### config.mk
export PLATFORM = sky130hd
export DESIGN_NAME = uart_tx_status
export DESIGN_NICKNAME = d
export VERILOG_FILES = /design/src/rtl/uart_tx_status.sv
export SDC_FILE = /design/constraint.sdc
export NUM_CORES = 1
export LEC_CHECK = 0
export BUFFER_PORTS_ARGS = -buffer_cell sky130_fd_sc_hd__buf_4
export CAP_MARGIN = 20
export CORE_MARGIN = 1
export CORE_UTILIZATION = 30
export DETAILED_ROUTE_END_ITERATION = 10
export MAX_ROUTING_LAYER = met4
export SETUP_SLACK_MARGIN = 0.02
export SLEW_MARGIN = 40
export SYNTH_ARGS = -nofsm -noshare
export SYNTH_HDL_FRONTEND = slang
export SYNTH_SLANG_ARGS = --single-unit
### constraint.sdc
create_clock -name clk -period 1.7 [get_ports clk]
set_input_delay 0.085 -clock clk [delete_from_list [all_inputs] [get_ports clk]]
set_output_delay 0.085 -clock clk [all_outputs]
set_load 0.005 [all_outputs]
### src/rtl/uart_tx_status.sv
module uart_tx_status #(
  parameter int OVS = 16
) (
  input  logic       clk,
  input  logic       rst_n,
  input  logic       tick16,
  input  logic       thr_wr,
  input  logic [7:0] thr_data,
  input  logic [1:0] word_len,
  input  logic       par_en,
  input  logic       par_odd,
  input  logic       stop2,
  input  logic       legacy_b6,
  output logic       txd,
  output logic       thr_empty,
  output logic       b6_empty,
  output logic       thr_irq
);
  localparam int CW = $clog2(OVS);
  localparam logic [CW-1:0] LAST = CW'(OVS - 1);
  localparam logic [CW-1:0] MID  = CW'(OVS / 2 - 1);
  localparam logic [CW-1:0] ONE  = CW'(1);

  typedef enum logic [2:0] {
    S_IDLE, S_LEAD, S_START, S_DATA, S_PAR, S_STOP, S_DRAIN
  } st_t;

  st_t           st;
  logic [CW-1:0] cnt;
  logic [2:0]    idx;
  logic [7:0]    hold, sh;
  logic          hold_full, par;

  wire       bit_end   = tick16 && cnt == LAST;
  wire       shf_free  = st == S_IDLE || st == S_DRAIN;
  wire [2:0] last_idx  = {1'b1, word_len};
  wire       stop_done = bit_end && st == S_STOP && (idx[0] || !stop2);
  wire       xfer      = hold_full && ((tick16 && shf_free) || stop_done);

  assign txd       = st == S_START ? 1'b0 :
                     st == S_DATA  ? sh[0] :
                     st == S_PAR   ? par : 1'b1;
  assign thr_empty = !hold_full;
  assign b6_empty  = legacy_b6 ? shf_free : (st == S_IDLE && !hold_full);

  always_ff @(posedge clk or negedge rst_n) begin
    if (!rst_n) begin
      st        <= S_IDLE;
      cnt       <= '0;
      idx       <= '0;
      hold      <= '0;
      sh        <= '0;
      hold_full <= 1'b0;
      par       <= 1'b0;
      thr_irq   <= 1'b0;
    end else begin
      if (thr_wr) hold <= thr_data;
      hold_full <= thr_wr || (hold_full && !xfer);

      if (thr_wr)
        thr_irq <= 1'b0;
      else if (tick16 && st == S_STOP && idx == 3'd0 && cnt == MID && !hold_full)
        thr_irq <= 1'b1;

      if (xfer) sh <= hold;

      if (tick16) begin
        cnt <= (cnt == LAST) ? '0 : cnt + 1'b1;
        case (st)
          S_IDLE: begin
            cnt <= '0;
            if (hold_full) st <= S_LEAD;
          end
          S_DRAIN: begin
            if (hold_full) begin
              st  <= S_LEAD;
              cnt <= '0;
            end else if (cnt == ONE) begin
              st  <= S_IDLE;
              cnt <= '0;
            end
          end
          S_LEAD:
            if (cnt == LAST) st <= S_START;
          S_START:
            if (cnt == LAST) begin
              st  <= S_DATA;
              idx <= '0;
              par <= par_odd;
            end
          S_DATA:
            if (cnt == LAST) begin
              par <= par ^ sh[0];
              sh  <= sh >> 1;
              if (idx == last_idx) begin
                st  <= par_en ? S_PAR : S_STOP;
                idx <= '0;
              end else begin
                idx <= idx + 1'b1;
              end
            end
          S_PAR:
            if (cnt == LAST) begin
              st  <= S_STOP;
              idx <= '0;
            end
          S_STOP:
            if (cnt == LAST) begin
              if (stop2 && idx == 3'd0) idx <= 3'd1;
              else if (hold_full)       st  <= S_START;
              else                      st  <= S_DRAIN;
            end
          default: st <= S_IDLE;
        endcase
      end
    end
  end
endmodule

==> results of run 1 <==
==> layout by cell type, fill, tap and decap left out, drive strengths merged, types with 2 or more instances in the layout <==
master  Yosys  final
o21bai      2      2
o22ai       2      2
o221ai      2      2
o21ai       5      5
nor3        5      5
dfrtp      29     29
nand2b      3      3
a31oi       2      2
ha          4      4
nand2      11     11
nor2b       4      4
a21oi      19     19
clkbuf      5      6
nor4        2      2
nor2       14     14
inv        10     10
buf         3     61
nand3       7      7
a21o        5      5
mux2i       8      8
mux2        8      8
a22o        2      2
o31ai       4      4
o211ai      2      2
xnor2       2      2
==> report_power, final <==
group          internal [mW]  total, mW  switching [mW]
Clock                  0.476      0.767           0.290
Sequential             0.873       1.04           0.162
Combinational          0.602       1.08           0.480
==> registers in the layout, summed over array words and instances (netlist names) <==
register and flops:
hold 8, sh 8, cnt 4, idx 3, st 3, hold_full 1, par 1, thr_irq 1
==> final cells by class <==
type                       count  area, µm²
clock buffer                   6       82.6
fill                         508       2830
timing repair buffer          62        492
tap                           70       87.6
sequential                    29        727
inverter                      10       37.5
clock inverter                 2       37.5
multi-input combinational    121        947
==> final timing paths <==
path	start	endpoint	slack (ns)	cells after the start
max	cnt[0]$_DFFE_PN0P_	sh[6]$_DFF_PN0_	0.01	7
min	thr_data[4]	hold[4]$_DFFE_PN0P_	0.03	2
max reg2reg	cnt[0]$_DFFE_PN0P_	sh[6]$_DFF_PN0_	0.01	7
min reg2reg	thr_irq$_DFFE_PN0P_	thr_irq$_DFFE_PN0P_	0.51	2
max in group asynchronous	rst_n	st[1]$_DFFE_PN0P_	1.14	2
min in group asynchronous	rst_n	idx[0]$_DFFE_PN0P_	0.27	2
==> cells by family (layout without fill, tap and decap cells) <==
| logic type | count (synthesis) | after routing | share of synthesized area |
|---|---|---|---|
| fa+ha+maj | 4 | 4 | 0.0299 |
| flops | 29 | 29 | 0.434 |
| simple gates | 49 | 49 | 0.152 |
| xor+xnor | 2 | 2 | 0.0105 |
| compound gates | 50 | 50 | 0.204 |
| mux | 16 | 16 | 0.102 |
| buf+inv | 18 | 80 | 0.0681 |
==> critical path, delay by kind of cell (launching register included) <==
kind            cells  cell delay, ns
compound gates      3            0.54
fa+ha+maj           1            0.18
buf+inv             1            0.15
flops               1            0.41
mux                 1            0.20
simple gates        1            0.08
==> routing by layer <==
metal | track usage | wire length (µm) | vias up
met5 | - | 0 | -
met4 | 0.0462 | 57 | 0
met3 | 0.0357 | 182 | 7
met2 | 0.237 | 1960 | 32
met1 | 0.182 | 1810 | 708
li1 | - | - | 730
==> through the flow <==
step	utilization	hold WS, ns
4_1_cts	0.443	0.0202
3_3_place_gp	0.397	0.0383
3_5_place_dp	0.397	0.0391
6_report	0.460	0.0282
5_1_grt	0.460	0.0196
2_1_floorplan	-	-0.211
==> repair_timing <==
item                       CTS  global route
pin swaps                   13            16
setup buffers                8             4
hold endpoints to repair    29             0
hold buffers                 1             0
setup endpoints to repair   13            19
gates resized for setup     16            12
==> results by group, run 1 <==
Status
  • Outcome: finished, final reports clean

Worst setup path
  • Critical Path RT: 1.87 ns
  • Crit path cell chain: ha_4 -> nand3_4 -> a2111oi_4 -> o311a_1 -> buf_12 -> mux2i_2 -> a21oi_1
  • CP max stage delay: 0.41 ns
  • Critical-path top delay cell: dfrtp_1
  • Critical Setup Path Class: flip-flop to flip-flop
  • Startpoint types: flip-flop
  • Critical Path AT: 1.85 ns
  • CP endpoint kind: flip-flop
  • Critical-path maximum fanout: 8

Synth
  • Synth area leader: dfrtp_1
  • Area contributors post-synth: dfrtp_1 43%, a21oi_1 5.7%, mux2_2 5.4%
  • Part of the Yosys area used for sequential elements: 0.434
  • Post-synthesis sequential element count: 29
  • Ys flop type: dfrtp_1
  • Commonest cells post-synth: 29 x dfrtp_1, 19 x a21oi_1, 14 x nor2_1
  • Most frequent cell after synthesis: dfrtp_1
  • Ys Warns: 0
  • Post-Syn Instances: 168
  • Syn Nets: 190
  • Netlist Area Pre-Place: 1670 µm²
  • Yosys cell types: 38
  • Avg Cell Area, Syn: 9.96 µm²
  • Number of synthesized flops with an enable pin: 0
  • Top-area cell type share of the netlist area: 0.434
  • Ys async rst share: 1.00

Power
  • Power Dens Cells: 1200 nW/µm²
  • Pwr Total: 2.88 mW
  • Worst VDD drop: 0.556 mV
  • Static leakage: 1.07 nW

STA
  • Minimum clock period: 1.69 ns
  • Clock Skews: 0.00458 ns
  • TNS Setup: 0 ns
  • Fin. max-slew vios: 0
  • Final setup violation count: 0
  • Fin crit share: 0.991
  • Final Hold Fails: 0
  • RSZ-0062 raised after global routing: true
  • Worst slew margin: 0.741
  • Slew of the pin with the lowest slew margin: 0.387 ns
  • Fmax: 593 MHz
  • Setup slack after layout: 0.0148 ns

Layout
  • Fin area: 2410 µm²
  • P&R area growth vs syn: 44.1%
  • N_diodes: 0
  • Post-Layout Cell Count: 300
  • Final net count: 251
  • Share of cells above drive strength 1: 0.435

Global routing
  • Total global-route track usage: 0.147
  • First-pass GRT wire length: 6770 µm
  • Vias in the first global route: 1501
  • Largest net degree at the start of global routing: 30
  • Gr ovfl total: 0
  • Initial antenna violation count: 0

Detailed routing
  • DRC viols: 0
  • Via count: 1477
  • Via/cell ratio: 4.92
  • Avg WL per Cell: 13.4 µm
  • Antenna Violating Nets Remaining: 0
  • DR iter-0 viols: 73
  • Pre-antenna DRT Iters: 4
  • Post-Route WL: 4020 µm

Clock tree
  • Htree depth: 2
  • Worst-skew pair later-pin latency: 0.28 ns
  • Worst-case clock buffer depth: 2
  • Clk pin slew, worst setup/hold paths: 0.07 ns
  • CTS tree: done
  • Clock buffer count from CTS: 5
  • Root Driver: clkbuf_8
  • CTS Sinks: 29

Placement
  • Placed cell areas: 2080 µm²
  • Hpwl dp: 2690 µm
  • Routability cong.: 0.834
  • Count of input and output buffers: 21
  • Setup WS pre-CTS: -0.0752 ns
  • Placed insts: 279

Flow run
  • Max_cap viols: 0

Floorplan
  • IO Count: 22
  • Die X-Extent: 76.7 µm
  • Full die area: 5880 µm²
  • Rows: 26
  • Initial Utilization: 0.319
  • Die Y: 76.7 µm
  • Core ar.: 5240 µm²

Worst hold path
  • HP Class: input port to flip-flop
No activity file was read; power rests on OpenSTA's default activity.
==> inputs of run 2 (changes only) <==
==> constraint.sdc (replaced) <==
create_clock -name clk -period 1.7 [get_ports clk]
set_input_delay 0.085 -clock clk [delete_from_list [all_inputs] [get_ports clk]]
set_output_delay 0.085 -clock clk [all_outputs]
set_load 0.02 [all_outputs]
==> run 2 against run 1 <==
Net effect: routed wire length is 0.32% higher; non-clock buffer count stayed put; final area is 0.73% higher; largest cell class unchanged; die area stayed put; setup slack better by 0.0014 ns; largest power group unchanged; register-to-register slack hardly changed.
==> results by group, run 2 (synthesis results as in run 1) <==
Global routing
  • Total global-route track usage: 0.147 (unchanged)
  • Largest net degree at the start of global routing: 30 (unchanged)
  • Vias in the first global route: 1501 (unchanged)
  • Initial antenna violation count: 0 (unchanged)
  • First-pass GRT wire length: 6770 µm (unchanged)
  • Gr ovfl total: 0 (unchanged)

STA
  • Fmax: 594 MHz (about the same)
  • Slew of the pin with the lowest slew margin: 0.386 ns (-0.00112 ns)
  • Fin crit share: 0.990 (about the same)
  • Worst slew margin: 0.742 (+0.000749)
  • Clock Skews: 0.00427 ns (-0.000309 ns)
  • Final setup violation count: 0 (unchanged)
  • Final Hold Fails: 0 (unchanged)
  • Fin. max-slew vios: 0 (unchanged)
  • Minimum clock period: 1.68 ns (-0.00144 ns)
  • RSZ-0062 raised after global routing: true
  • Worst Hold Slack: 0.0281 ns (-0.000106 ns)

Clock tree
  • Worst-case clock buffer depth: 2 (unchanged)
  • Worst-skew pair later-pin latency: 0.28 ns (about the same)
  • CTS Sinks: 29 (unchanged)
  • Clock buffer count from CTS: 5 (unchanged)
  • Htree depth: 2 (unchanged)
  • Root Driver: clkbuf_8
  • CTS tree: done
  • Clk pin slew, worst setup/hold paths: 0.07 ns (about the same)

Layout
  • Most frequent cells in the layout: 56 x buf_4, 27 x dfrtp_1, 16 x a21oi_1
  • Share of cells above drive strength 1: 0.443 (+0.00870)
  • N_diodes: 0 (unchanged)
  • Largest regs: hold x8, sh x8, cnt x4
  • Fillers: 507 (-0.20%)
  • P&R area growth vs syn: 45.2%
  • Final net count: 251 (unchanged)
  • Commonest non-fill, non-tap cell in the layout: buf_4

Worst setup path
  • Critical R2R Capture: sh[6]$_DFF_PN0_
  • R2R depth: 7 (unchanged)
  • Critical Path RT: 1.87 ns (about the same)
  • Critical Setup Path Class: flip-flop to flip-flop
  • Crit path cell chain: ha_4 -> nand3_4 -> a2111oi_4 -> o311a_1 -> buf_12 -> mux2i_2 -> a21oi_1
  • Critical-path top delay cell: dfrtp_1
  • CP endpoint kind: flip-flop
  • Critical Path AT: 1.85 ns (about the same)
  • CP max stage delay: 0.41 ns (about the same)
  • Worst R2R Start: cnt[0]$_DFFE_PN0P_
  • Critical-path maximum fanout: 8 (unchanged)
  • R2R setup slack: 0.02 ns (about the same)
  • Startpoint types: flip-flop

Floorplan
  • Die Y: 76.7 µm (unchanged)
  • IO Count: 22 (unchanged)
  • Rows: 26 (unchanged)
  • Die X-Extent: 76.7 µm (unchanged)
  • Initial Utilization: 0.319 (unchanged)
  • Full die area: 5880 µm² (unchanged)
  • Core ar.: 5240 µm² (unchanged)

Detailed routing
  • Pre-antenna DRT Iters: 4 (unchanged)
  • Via count: 1467 (-0.68%)
  • Post-Route WL: 4030 µm (+0.32%)
  • DRC viols: 0 (unchanged)
  • DR iter-0 viols: 66 (-9.6%)
  • Avg WL per Cell: 13.4 µm (+0.32%)
  • Via/cell ratio: 4.89 (-0.68%)
  • Antenna Violating Nets Remaining: 0 (unchanged)

Worst hold path
  • HP Class: input port to flip-flop
  • HP Start: thr_data[4]
  • Hold EP: hold[4]$_DFFE_PN0P_
  • Hold path depth: 2 (unchanged)

Placement
  • Routability cong.: 0.834 (unchanged)
  • Count of input and output buffers: 21 (unchanged)
  • Hpwl dp: 2690 µm (unchanged)

Power
  • Static leakage: 1.07 nW (+0.64%)
  • Flop pwr share: 0.355 (-0.004)
  • Psw: 0.958 mW (+2.8%)
  • Worst VDD drop: 0.556 mV (about the same)
  • Clock share of power: 0.263 (-0.003)
  • Pwr Total: 2.92 mW (+1.4%)
  • Comb pwr share: 0.383 (+0.008)
  • Int Power: 1.97 mW (+0.72%)
  • Switching power share of the total: 0.328 (+0.00444)
  • Power Dens Cells: 1200 nW/µm² (+0.65%)

Flow run
  • Max_cap viols: 0 (unchanged)

Status
  • Outcome: finished, final reports clean
[run 2: timing repair]
action,CTS,global route
hold buffers,1,0
setup endpoints to repair,13,20
buffers inserted,8,4
endpoints found under the hold margin,29,0
pin swaps,13,17
gates resized for setup,16,16
[run 2: layer usage]
layer | part of all wire | routed length (µm) | up-vias | track usage
met5 | 0 | 0 | - | -
met4 | 0.014 | 56 | 0 | 0.0462
met3 | 0.037 | 149 | 7 | 0.0357
met2 | 0.49 | 1980 | 24 | 0.237
met1 | 0.46 | 1850 | 704 | 0.182
li1 | - | - | 732 | -
[run 2: area by class of cell]
type,count,area [µm²],area share
Clock buffer,6,82.6,0.0340
Tap cell,70,87.6,0.0361
Clock inverter,2,37.5,0.0155
Inverter,10,37.5,0.0155
Timing Repair Buffer,62,495,0.204
Multi-Input combinational cell,121,960,0.395
Sequential cell,29,728,0.300
[run 2: worst max path at each step]
stage	startpoint	to	slack, ns	cells past startpoint
floorplan	cnt[0]$_DFFE_PN0P_	sh[0]$_DFF_PN0_	0.03	7
global placement	cnt[0]$_DFFE_PN0P_	sh[5]$_DFF_PN0_	-0.05	7
detailed placement	cnt[1]$_DFFE_PN0P_	st[0]$_DFFE_PN0P_	-0.08	7
CTS	cnt[0]$_DFFE_PN0P_	st[0]$_DFFE_PN0P_	0.004	7
global route	cnt[0]$_DFFE_PN0P_	sh[3]$_DFF_PN0_	-0.12	7
finish	cnt[0]$_DFFE_PN0P_	sh[6]$_DFF_PN0_	0.02	7
[run 2: per-stage QoR]
stage	setup slack [ns]	area (µm²)	TNS, ns	instances	utilization
6_report	0.0163	2430	0	300	0.464
5_1_grt	-0.124	2430	-0.927	300	0.464
4_1_cts	0.00368	2320	0	296	0.443
3_5_place_dp	-0.0752	2080	-0.570	279	0.397
3_3_place_gp	-0.0549	2080	-0.425	279	0.397
2_1_floorplan	0.0318	1690	0	168	-
[run 2: power groups by stage]
stage / registers (mW) / logic [mW] / clock network [mW]
final: 1.04 / 1.12 / 0.768
after global routing: 1.06 / 1.24 / 0.801
after CTS: 1.03 / 0.985 / 0.784
after detailed placement: 1.04 / 0.838 / 0
after global placement: 1.04 / 0.827 / 0
after floorplan: 1.02 / 0.496 / 0
[run 2: worst max-delay path: cells and delay by family, from the launching register on]
kind,cells,cell delay (ns)
flip-flops,1,0.41
buffers and inverters,1,0.15
AND/OR/NAND/NOR,1,0.08
AO/OA/AOI/OAI,3,0.54
adder cells (fa/ha/maj),1,0.18
multiplexers,1,0.20
==> inputs of run 3 (changes only) <==
--- a/config.mk
+++ b/config.mk
@@ -8,8 +8,11 @@
 export BUFFER_PORTS_ARGS = -buffer_cell sky130_fd_sc_hd__buf_4
 export CAP_MARGIN = 20
+export CELL_PAD_IN_SITES_DETAIL_PLACEMENT = 0
+export CELL_PAD_IN_SITES_GLOBAL_PLACEMENT = 1
 export CORE_MARGIN = 1
 export CORE_UTILIZATION = 30
 export DETAILED_ROUTE_END_ITERATION = 10
 export MAX_ROUTING_LAYER = met4
+export PLACE_DENSITY_LB_ADDON = 0.1
 export SETUP_SLACK_MARGIN = 0.02
 export SLEW_MARGIN = 40
==> constraint.sdc (replaced) <==
create_clock -name clk -period 1.7 [get_ports clk]
set_input_delay 0.255 -clock clk [delete_from_list [all_inputs] [get_ports clk]]
set_output_delay 0.255 -clock clk [all_outputs]
set_load 0.02 [all_outputs]
==> run 3 against run 2 <==
Net effect: the flow now finishes with violations (setup timing); final cell count fell by 0.33%; via count fell by 1.6%; sequential share of layout area rose by 0.98 points; maximum frequency fell by 4.1%; sequential power barely moved; first-iteration DRC count fell by 36%; largest cell class unchanged.
==> results by group, run 3 (synthesis results as in run 1) <==
Status
  • Outcome: complete, but fails checks
  • Failing checks: setup timing

Layout
  • Fillers: 494 (-2.6%)
  • Commonest non-fill, non-tap cell in the layout: buf_4
  • Post-layout util: 0.451 (-0.0124)
  • Final net count: 251 (unchanged)
  • Fin area: 2360 µm² (-2.7%)
  • Largest regs: hold x8, sh x8, cnt x4
  • Most frequent cells in the layout: 58 x buf_4, 24 x dfrtp_1, 18 x a21oi_1
  • N_diodes: 0 (unchanged)
  • P&R area growth vs syn: 41.3%
  • Share of cells above drive strength 1: 0.432 (-0.0112)

Global routing
  • First-pass GRT wire length: 6880 µm (+1.6%)
  • Vias in the first global route: 1481 (-1.3%)
  • Largest net degree at the start of global routing: 30 (unchanged)
  • Gr ovfl total: 0 (unchanged)
  • Initial antenna violation count: 0 (unchanged)
  • Total global-route track usage: 0.156 (+0.00866)

Detailed routing
  • Pre-antenna DRT Iters: 4 (unchanged)
  • Via/cell ratio: 4.83 (-1.3%)
  • Antenna Violating Nets Remaining: 0 (unchanged)
  • Post-Route WL: 4040 µm (+0.40%)
  • DRC viols: 0 (unchanged)
  • DR iter-0 viols: 42 (-36%)
  • Via count: 1443 (-1.6%)
  • Avg WL per Cell: 13.5 µm (+0.73%)

Clock tree
  • Clk pin slew, worst setup/hold paths: 0.06 ns (about the same)
  • Htree depth: 2 (unchanged)
  • CTS tree: done
  • CTS Sinks: 29 (unchanged)
  • Clock buffer count from CTS: 5 (unchanged)
  • Root Driver: clkbuf_8
  • Worst-skew pair later-pin latency: 0.28 ns (about the same)
  • Worst-case clock buffer depth: 2 (unchanged)

Power
  • Worst VDD drop: 0.515 mV (-7.4%)
  • Static leakage: 1.04 nW (-3.0%)
  • Power Dens Cells: 1110 nW/µm² (-7.5%)
  • Pwr Total: 2.63 mW (-9.9%)

STA
  • Fmax: 570 MHz (-4.1%)
  • Worst Hold Slack: 0.207 ns (+0.179 ns)
  • RSZ-0062 raised after global routing: true
  • Final setup violation count: 8 (+8)
  • Fin crit share: 1.03 (+0.0424)
  • Slew of the pin with the lowest slew margin: 0.406 ns (+0.0204 ns)
  • Final Hold Fails: 0 (unchanged)
  • Clock Skews: 0.00830 ns (+0.00404 ns)
  • Fin. max-slew vios: 0 (unchanged)
  • Setup slack after layout: -0.0557 ns (-0.0720 ns)
  • Worst slew margin: 0.728 (-0.0131)
  • Minimum clock period: 1.76 ns (+0.0720 ns)

Worst setup path
  • Critical Path AT: 1.97 ns (+0.12 ns)
  • Critical R2R Capture: st[0]$_DFFE_PN0P_
  • Critical Setup Path Class: flip-flop to flip-flop
  • R2R depth: 7 (unchanged)
  • R2R setup slack: -0.06 ns (-0.07 ns)
  • Worst Setup SP: st[2]$_DFFE_PN0P_
  • Critical Path RT: 1.92 ns (+0.05 ns)
  • Worst R2R Start: st[2]$_DFFE_PN0P_
  • CP endpoint kind: flip-flop
  • Startpoint types: flip-flop
  • Critical-path maximum fanout: 4 (-4)
  • Crit path to: st[0]$_DFFE_PN0P_

Placement
  • Routability cong.: 0.764 (-8.4%)
  • Count of input and output buffers: 21 (unchanged)
  • Placed cell areas: 2110 µm² (+1.4%)
  • Hpwl dp: 2960 µm (+10%)

Floorplan
  • IO Count: 22 (unchanged)
  • Die Y: 76.7 µm (unchanged)
  • Rows: 26 (unchanged)
  • Initial Utilization: 0.319 (unchanged)
  • Full die area: 5880 µm² (unchanged)
  • Core ar.: 5240 µm² (unchanged)
  • Die X-Extent: 76.7 µm (unchanged)

Worst hold path
  • HP Class: input port to flip-flop

Flow run
  • Max_cap viols: 0 (unchanged)
run 3: cell count changes in the layout (fill, tap and decap cells not counted), sizes merged:
cell | before | now
clkinvlp | 1 | 0
clkbuf | 6 | 7
bufinv | 1 | 0
run 3: timing repair:
item	4_1_cts	5_1_grt
pin swaps	14	8
endpoints found under the setup margin	17	19
buffers inserted	4	5
endpoints found under the hold margin	29	0
hold buffers	1	0
gates resized for setup	15	12
run 3: worst min path at each step:
stage	startpoint	to	slack (ns)	cells after the start
2_1_floorplan	rst_n	cnt[0]$_DFFE_PN0P_	-0.04	0
3_3_place_gp	rst_n	idx[2]$_DFFE_PN0P_	0.21	1
3_5_place_dp	rst_n	idx[1]$_DFFE_PN0P_	0.21	1
4_1_cts	thr_data[2]	hold[2]$_DFFE_PN0P_	0.20	2
5_1_grt	thr_data[2]	hold[2]$_DFFE_PN0P_	0.20	2
6_report	thr_data[2]	hold[2]$_DFFE_PN0P_	0.21	2
run 3: metrics by stage:
| step | instances | setup TNS [ns] | setup slack (ns) |
|---|---|---|---|
| after detailed placement | 283 | -1.09 | -0.113 |
| after floorplan | 168 | 0 | 0.0318 |
| after global routing | 299 | -1.35 | -0.158 |
| after global placement | 283 | -0.503 | -0.0666 |
| after CTS | 295 | -0.442 | -0.0717 |
| final | 299 | -0.212 | -0.0557 |
run 3: worst max-delay path, cell delays in order, from the launching register on:
cell and delay [ns]:
dfrtp_2 0.43, buf_4 0.14, buf_4 0.13, nor2b_1 0.13, a21oi_1 0.16, o221ai_2 0.14
or4b_1 0.47, nand3_1 0.09
run 3: power breakdown:
part | switching, mW | internal (mW) | total, mW | leakage (nW)
Combinational | 0.461 | 0.541 | 1.00 | 0.652
Clock | 0.251 | 0.320 | 0.572 | 0.0443
Sequential | 0.180 | 0.880 | 1.06 | 0.345
run 3: metal layers:
layer	up-vias	global-route usage	wire, µm
li1	729	-	-
met1	682	0.173	1770
met2	26	0.271	2090
met3	6	0.0369	129
met4	0	0.0577	55
met5	-	-	0
run 3: layout make-up:
type                    instances  area (µm²)  area share
multi-input cells             121         930       0.393
flip-flops and latches         29         732       0.310
repair buffers                 62         488       0.206
well taps                      70        87.6      0.0371
clock buffers                   7        86.3      0.0365
inverters                      10        40.0      0.0169
